### src/rtl/env_pkg.sv
package env_pkg;
  localparam int ENV_VOL_W = 4;

  // what a clock cycle does to the divider and decay level
  typedef enum logic [1:0] {
    ACT_IDLE    = 2'd0,
    ACT_RESTART = 2'd1,
    ACT_STEP    = 2'd2
  } env_act_e;
endpackage

### src/rtl/env_restart_flag.sv
module env_restart_flag (
  input  logic              clk,
  input  logic              rst_n,
  input  logic              wr_i,
  input  env_pkg::env_act_e act_i,
  output logic              pend_o
);
  logic pend_q;

  always_ff @(posedge clk) begin
    if (!rst_n)
      pend_q <= 1'b0;
    else if (wr_i)
      pend_q <= 1'b1;
    else if (act_i == env_pkg::ACT_RESTART)
      pend_q <= 1'b0;
  end

  assign pend_o = pend_q;
endmodule

### src/rtl/env_divider.sv
module env_divider #(
  parameter int W = env_pkg::ENV_VOL_W
) (
  input  logic              clk,
  input  logic              rst_n,
  input  env_pkg::env_act_e act_i,
  input  logic [W-1:0]      reload_i,
  output logic [W-1:0]      cnt_o,
  output logic              expire_o
);
  logic [W-1:0] cnt_q;
  logic         at_zero;

  assign at_zero  = (cnt_q == '0);
  assign expire_o = (act_i == env_pkg::ACT_STEP) && at_zero;

  always_ff @(posedge clk) begin
    if (!rst_n)
      cnt_q <= '0;
    else begin
      unique case (act_i)
        env_pkg::ACT_RESTART: cnt_q <= reload_i;
        env_pkg::ACT_STEP:    cnt_q <= at_zero ? reload_i : cnt_q - 1'b1;
        default:              cnt_q <= cnt_q;
      endcase
    end
  end

  assign cnt_o = cnt_q;
endmodule

### src/rtl/env_decay.sv
module env_decay #(
  parameter int W = env_pkg::ENV_VOL_W
) (
  input  logic              clk,
  input  logic              rst_n,
  input  env_pkg::env_act_e act_i,
  input  logic              expire_i,
  input  logic              loop_i,
  output logic [W-1:0]      level_o
);
  localparam logic [W-1:0] FULL = {W{1'b1}};
  logic [W-1:0] level_q;

  always_ff @(posedge clk) begin
    if (!rst_n)
      level_q <= '0;
    else if (act_i == env_pkg::ACT_RESTART)
      level_q <= FULL;
    else if (expire_i) begin
      if (level_q != '0)
        level_q <= level_q - 1'b1;
      else if (loop_i)
        level_q <= FULL;
    end
  end

  assign level_o = level_q;
endmodule

### src/rtl/env_volume_gen.sv
module env_volume_gen #(
  parameter int VOL_W = env_pkg::ENV_VOL_W
) (
  input  logic             clk,
  input  logic             rst_n,
  input  logic             tick_i,
  input  logic [VOL_W-1:0] setting_i,
  input  logic             loop_i,
  input  logic             const_vol_i,
  input  logic             restart_wr_i,
  output logic [VOL_W-1:0] vol_o
);
  env_pkg::env_act_e act;
  logic              pend_q;
  logic              expire;
  logic [VOL_W-1:0]  div_q;
  logic [VOL_W-1:0]  decay_q;

  always_comb begin
    if (!tick_i)     act = env_pkg::ACT_IDLE;
    else if (pend_q) act = env_pkg::ACT_RESTART;
    else             act = env_pkg::ACT_STEP;
  end

  env_restart_flag u_flag (
    .clk(clk), .rst_n(rst_n), .wr_i(restart_wr_i), .act_i(act), .pend_o(pend_q)
  );

  env_divider #(.W(VOL_W)) u_div (
    .clk(clk), .rst_n(rst_n), .act_i(act), .reload_i(setting_i),
    .cnt_o(div_q), .expire_o(expire)
  );

  env_decay #(.W(VOL_W)) u_decay (
    .clk(clk), .rst_n(rst_n), .act_i(act), .expire_i(expire),
    .loop_i(loop_i), .level_o(decay_q)
  );

  assign vol_o = const_vol_i ? setting_i : decay_q;
endmodule

### config.mk
export PLATFORM = sky130hd
export DESIGN_NAME = env_volume_gen
export DESIGN_NICKNAME = d
export VERILOG_FILES = /design/src/rtl/env_pkg.sv /design/src/rtl/env_restart_flag.sv /design/src/rtl/env_divider.sv /design/src/rtl/env_decay.sv /design/src/rtl/env_volume_gen.sv
export SDC_FILE = /design/constraint.sdc
export NUM_CORES = 1
export LEC_CHECK = 0
export ABC_AREA = 1
export BUFFER_PORTS_ARGS = -buffer_cell sky130_fd_sc_hd__buf_2
export CORE_MARGIN = 3
export CORE_UTILIZATION = 40
export CTS_BUF_LIST = sky130_fd_sc_hd__clkbuf_8
export DETAILED_ROUTE_END_ITERATION = 10
export PLACE_DENSITY = 0.69
export SLEW_MARGIN = 20
export SYNTH_ARGS = -nofsm -noshare
export SYNTH_HDL_FRONTEND = slang
export SYNTH_SLANG_ARGS = --single-unit
### constraint.sdc
create_clock -name clk -period 1.63 [get_ports clk]
set_clock_uncertainty 0.1 [all_clocks]
set_input_delay 0.0815 -clock clk [delete_from_list [all_inputs] [get_ports clk]]
set_output_delay 0.0815 -clock clk [all_outputs]
set_load 0.02 [all_outputs]
After elaboration in Yosys (flattened, before gate mapping):

Cells that the tools add are included.

* $add $sub $neg: 2
* multiply operators: 0
* div/mod/pow operators: 0
* order comparisons: 0
* equal/unequal tests: 2
* shifts and indexed selects: 0
* muxes and demuxes: 11
* bitwise logic cells: 0
* reductions and logical operators: 8

Operator list (count)
* $mux 4: 6
* $pmux 4 s2: 1
* $sub 4x1->4 const B: 2
* $reduce_bool 2->1: 3
* $logic_not 4->1: 1
* $mux 2: 2
* $reduce_bool 4->1: 1
* $reduce_bool 3->1: 1
* $eq 2x1->1 const B: 1
* $eq 2x2->1 const B: 1
* $mux 1: 2
* $reduce_and 2->1: 1
* $logic_and 1x1->1: 1

* bits in registers: 9
* latch bits: 0
* bits in writable memories: 0
* memory bits (read-only): 0
* bits of input ports: 10
* output and inout bits: 4
* word-level logic and storage cells: 26
* memories kept: 0

Longest topological paths before layout:

* word-level depth: 6
* mapped depth: 8
* gate-level depth less buffers: 8

Cells and area by module:

From an unflattened synthesis, not the netlist that was laid out.

* cell total of the unflattened synthesis: 115
* area total of the unflattened synthesis: 688.2 sq um

By module, submodules not included
* env_decay: times used 1, cells each 46, area an instance 291.5 sq um, sequential area each 80.1 sq um
* env_divider: times used 1, cells each 45, area an instance 285.3 sq um, sequential area each 80.1 sq um
* env_volume_gen: times used 1, cells each 17, area an instance 63.8 sq um, sequential area each 0.0 sq um
* env_restart_flag: times used 1, cells each 7, area an instance 47.5 sq um, sequential area each 20.0 sq um

Worst setup path before layout:

OpenSTA, ideal clock, no wires.

* kind: register -> register
* from: register u_div.cnt_q[0], in the netlist u_div.cnt_o[0]
* to: register u_div.cnt_q[2], in the netlist u_div.cnt_o[2]
* setup time: 0.056 ns
* arrival: 1.156 ns
* slack: 0.318 ns
* stages on the path, launching flop included: 7
* path buffers: 0
* cells stage by stage: dfxtp_1 inv_1 ha_1 or2_2 a21oi_1 o21ai_0 inv_1

* word-level cells in the longest chain between the ends: 3
* elaborated cells on any way between the ends: 4

Ends and longest elaborated chain
* start: declaration: RTL line env_divider.sv:11 `logic [W-1:0] cnt_q;`
* start signal: assignment: RTL line env_divider.sv:22 `env_pkg::ACT_RESTART: cnt_q <= reload_i;`
* start signal: assignment: RTL line env_divider.sv:23 `env_pkg::ACT_STEP: cnt_q <= at_zero ? reload_i : cnt_q - 1'b1;`
* start signal: assignment: RTL line env_divider.sv:24 `default: cnt_q <= cnt_q;`
* $sub 4x1->4 or $logic_not 4->1 (tied branches): RTL line env_divider.sv:23, env_divider.sv:14
* $mux 4 (*): RTL line env_divider.sv:23
* $pmux 4 s2 (*): RTL line env_divider.sv:21 `unique case (act_i)`

Every way passes the cells marked *; elsewhere a longest branch is shown, timed or not.
A chain may end at the register's enable or synchronous reset.

Final worst setup path:

Same ends and word-level chain as after synthesis.

==> impl_results.rst <==
.. list-table::
   :header-rows: 1

   * - Metric
     - Value
   * - Start-to-end type of the worst setup path
     - flop to flop
   * - Net count reported at finish
     - 134
   * - Power per cell area
     - 1050 nW/um2
   * - Routed wire length
     - 1.56 mm
   * - Number of failing hold endpoints at the final stage
     - 0
   * - Post-CTS Setup Bufs
     - 0
   * - Routed WL per cell
     - 11.5 um
   * - Arithmetic-cell share of the synthesized area counting full adders, half adders and majority gates
     - under 10%
   * - Setup slack at placement
     - about 0.24 ns
   * - Slew at the pin with the worst max-slew slack
     - 0.224 ns
   * - Starting DRT DRC Count
     - 20
   * - Type of destination of the critical path
     - flop
   * - Post-synthesis share of cell area spent on xor and xnor gates
     - 0%
   * - Yosys warning count
     - 0
   * - Synth Register Bits
     - 9
   * - Sink Count
     - 9
   * - Post-synth cell types
     - 20
   * - Post-cts sizing count
     - 0
   * - Synth Area in Simple Gates
     - between 40% and 50%
   * - Root cell of the clock tree
     - clkbuf_8
   * - Cell count after synthesis
     - 102
   * - Growth of design area from synthesis to finish
     - 23.7%
   * - Via count of the first global-routing pass
     - 659
   * - Total overflow reported by the global router
     - 0
   * - Final Max Tran Viols
     - 0
   * - Switching portion of total power
     - about 36%
   * - Number of maximum-capacitance constraint violations
     - 0
   * - Internal Power
     - between 0.5 and 0.6 mW
   * - Least setup slack across all paths after layout
     - 0.227 ns
   * - Max Root-Sink Buffers
     - 2
   * - CTS tree
     - done
   * - Leading cell types in the layout, fill and taps excluded
     - nand2_1, inv_1, nand3_1, buf_2, nor2_1
   * - Fin util
     - 56.3%
   * - Max H-tree Level
     - 1
   * - Synthesized netlist net count
     - 114
   * - I/O pin count
     - 14
   * - Main combinational cell family by area after synthesis
     - simple AND/OR/NAND/NOR gates
   * - Arrival time of data at the critical path endpoint
     - roughly 1.5 ns
   * - Top fanout value on the critical path
     - 5
   * - Area fraction in compound gates after synthesis
     - 12.3%
   * - Routed vias
     - ~700
   * - Area leader, netlist
     - dfxtp_1
   * - Worst-skew pair later-pin latency
     - 0.23 ns
   * - Count of TritonRoute iterations in the first routing pass
     - 5
   * - Share of the synthesized area in the top cell type
     - 28.6%
   * - Wire length of the first global-routing pass
     - around 2.6 mm
   * - Count of fill cells added during filler insertion
     - 153
   * - Ant. Diodes
     - 0
   * - Post-synthesis mux area share
     - 0%
   * - Required time of the critical path
     - around 1.7 ns
   * - Peak clock frequency supported by timing
     - 0.713 GHz
   * - Area post-placement
     - 713 um2
   * - Combinational power share
     - 34.9%
   * - Clock network fraction of design power
     - 31.8%
   * - Clock transition at the register clock pins on the worst setup and hold paths after CTS
     - about 0.05 ns
   * - Final clock period utilization by the worst path
     - 86.1%
   * - Placeable core region
     - 1380 um2
   * - Startpoint of the most critical setup path
     - u_div.cnt_o[0]$_SDFFE_PN0P_
   * - Overall die area
     - 2090 um2
   * - Number of antenna violations at the first check in global routing
     - 0
   * - Post-synthesis sequential area ratio
     - 28.6%
   * - Total routing usage reported by global routing
     - 18.1%
   * - Count of endpoints failing setup in the final report
     - 0
   * - Port buffer count
     - 13
   * - Post-route cell area
     - 778 um2
   * - Reported leakage power
     - 0.407 nW
   * - Min-Delay Startpoint
     - setting_i[0]
   * - Share of post-route cells with drive strength above 1
     - roughly a fifth
   * - Post-route ant nets
     - 0
   * - Leading cell types by total area after synthesis
     - dfxtp_1, nand2_1, nand3_1
   * - Portion of total power attributed to sequential cells
     - 33.3%
   * - Net switching power figure
     - roughly 0.30 mW
   * - Final HPWL from detailed placement
     - ~1.3 mm
   * - Std-Cell Rows
     - 13
   * - Final total negative setup slack
     - 0 ns
   * - Synth Cell Area
     - 629 um2
   * - Critical R2R Launch
     - u_div.cnt_o[0]$_SDFFE_PN0P_
   * - TritonCTS buffer count
     - 3
   * - Per-instance average area after synthesis
     - 6.17 um2
   * - Starting density of the core
     - a little under half
   * - Hold Path Class
     - input port to flop
   * - RSZ-0062 raised after global routing
     - no
   * - Category of the worst setup path launch point
     - flop
   * - Status
     - completed
   * - Final weighted congestion in routability-driven placement
     - 0.850
   * - Detail-routed via count per cell
     - just over 5
   * - Worst-case vdd ir drop
     - 577 uV
   * - Die H
     - around 46 um
   * - Maximum number of pins on one net before global-route repair
     - 10
   * - Detailed-route DRC error count
     - 0
   * - Min Clock Period, post-route
     - 1.40 ns
   * - Slew margin rel.
     - 85.0%
   * - Die Wd
     - 45.7 um
   * - Commonest non-fill, non-tap cell in the layout
     - nand2_1
==> power by group through the flow <==
stage	registers, mW	clock network [mW]	logic (mW)
floorplan	0.271	0	0.215
global placement	0.275	0	0.274
detailed placement	0.276	0	0.283
CTS	0.272	0.267	0.288
global route	0.276	0.275	0.323
finish	0.272	0.260	0.285
==> flip-flops by register name, indices dropped and copies added (netlist names) <==
register / count
u_decay.level_o: 4
u_div.cnt_o: 4
u_flag.pend_o: 1
==> cells in the mapped netlist <==
cell type and instances:
o22ai_1 1, nor2_1 11, inv_1 16, nand2_2 3, nand4_2 1, o21ai_0 6, nor2_2 1, ha_1 2
a21oi_1 7, or2_2 1, nand2_1 23, nor3_1 1, nor2_4 1, nand3_1 13, inv_2 1, dfxtp_1 9
nand3_2 1, nand3b_1 1, nand4_1 2, a31oi_1 1
==> worst paths after layout <==
kind | to | slack, ns | cells past startpoint
setup / recovery | u_div.cnt_o[2]$_SDFFE_PN0P_ | 0.23 | 6
hold / removal | u_div.cnt_o[0]$_SDFFE_PN0P_ | 0.02 | 3
setup reg to reg | u_div.cnt_o[2]$_SDFFE_PN0P_ | 0.23 | 6
hold reg to reg | u_decay.level_o[1]$_SDFFE_PN0P_ | 0.37 | 2
==> per-stage QoR <==
| stage | power (mW) | cells | hold slack [ns] |
|---|---|---|---|
| detailed placement | 0.559 | 130 | 0.204 |
| CTS | 0.826 | 136 | 0.0260 |
| floorplan | 0.486 | 102 | 0.0791 |
| finish | 0.817 | 136 | 0.0249 |
| global route | 0.874 | 136 | 0.0770 |
| global placement | 0.548 | 130 | 0.190 |
==> kinds of logic after synthesis <==
family                   after synthesis
AND/OR/NAND/NOR                       59
buffers and inverters                 17
flip-flops                             9
adder cells (fa/ha/maj)                2
AO/OA/AOI/OAI                         15
==> what timing repair did <==
action | CTS | global route
hold buffers | 2 | 0
endpoints found under the hold margin | 2 | 0
setup endpoints to repair | 0 | 0
==> metal layers <==
layer,share of wire (%),vias to the layer above,track usage (%)
met5,0,-,0
met3,3.1,4,6.32
met2,51,7,31.8
met4,2.0,0,11.7
li1,-,369,-
met1,44,318,17.5
==> cell type report <==
cell class | count | area (um2) | share of cell area [%]
Clock buffer | 3 | 41.3 | 5.31
Clock inverter | 1 | 3.75 | 0.482
Inverter | 17 | 63.8 | 8.20
Multi-Input combinational cell | 76 | 385 | 49.5
Sequential cell | 9 | 180 | 23.2
Tap cell | 15 | 18.8 | 2.41
Timing Repair Buffer | 15 | 85.1 | 10.9
==> worst max-delay path: stages, from the launching register on <==
cell and delay (ns):
dfxtp_1 0.34, inv_1 0.07, ha_1 0.26, or2_2 0.31, a21oi_1 0.14, o21ai_0 0.09, inv_1 0.05
Note: power is estimated with default switching activity, not from simulation.
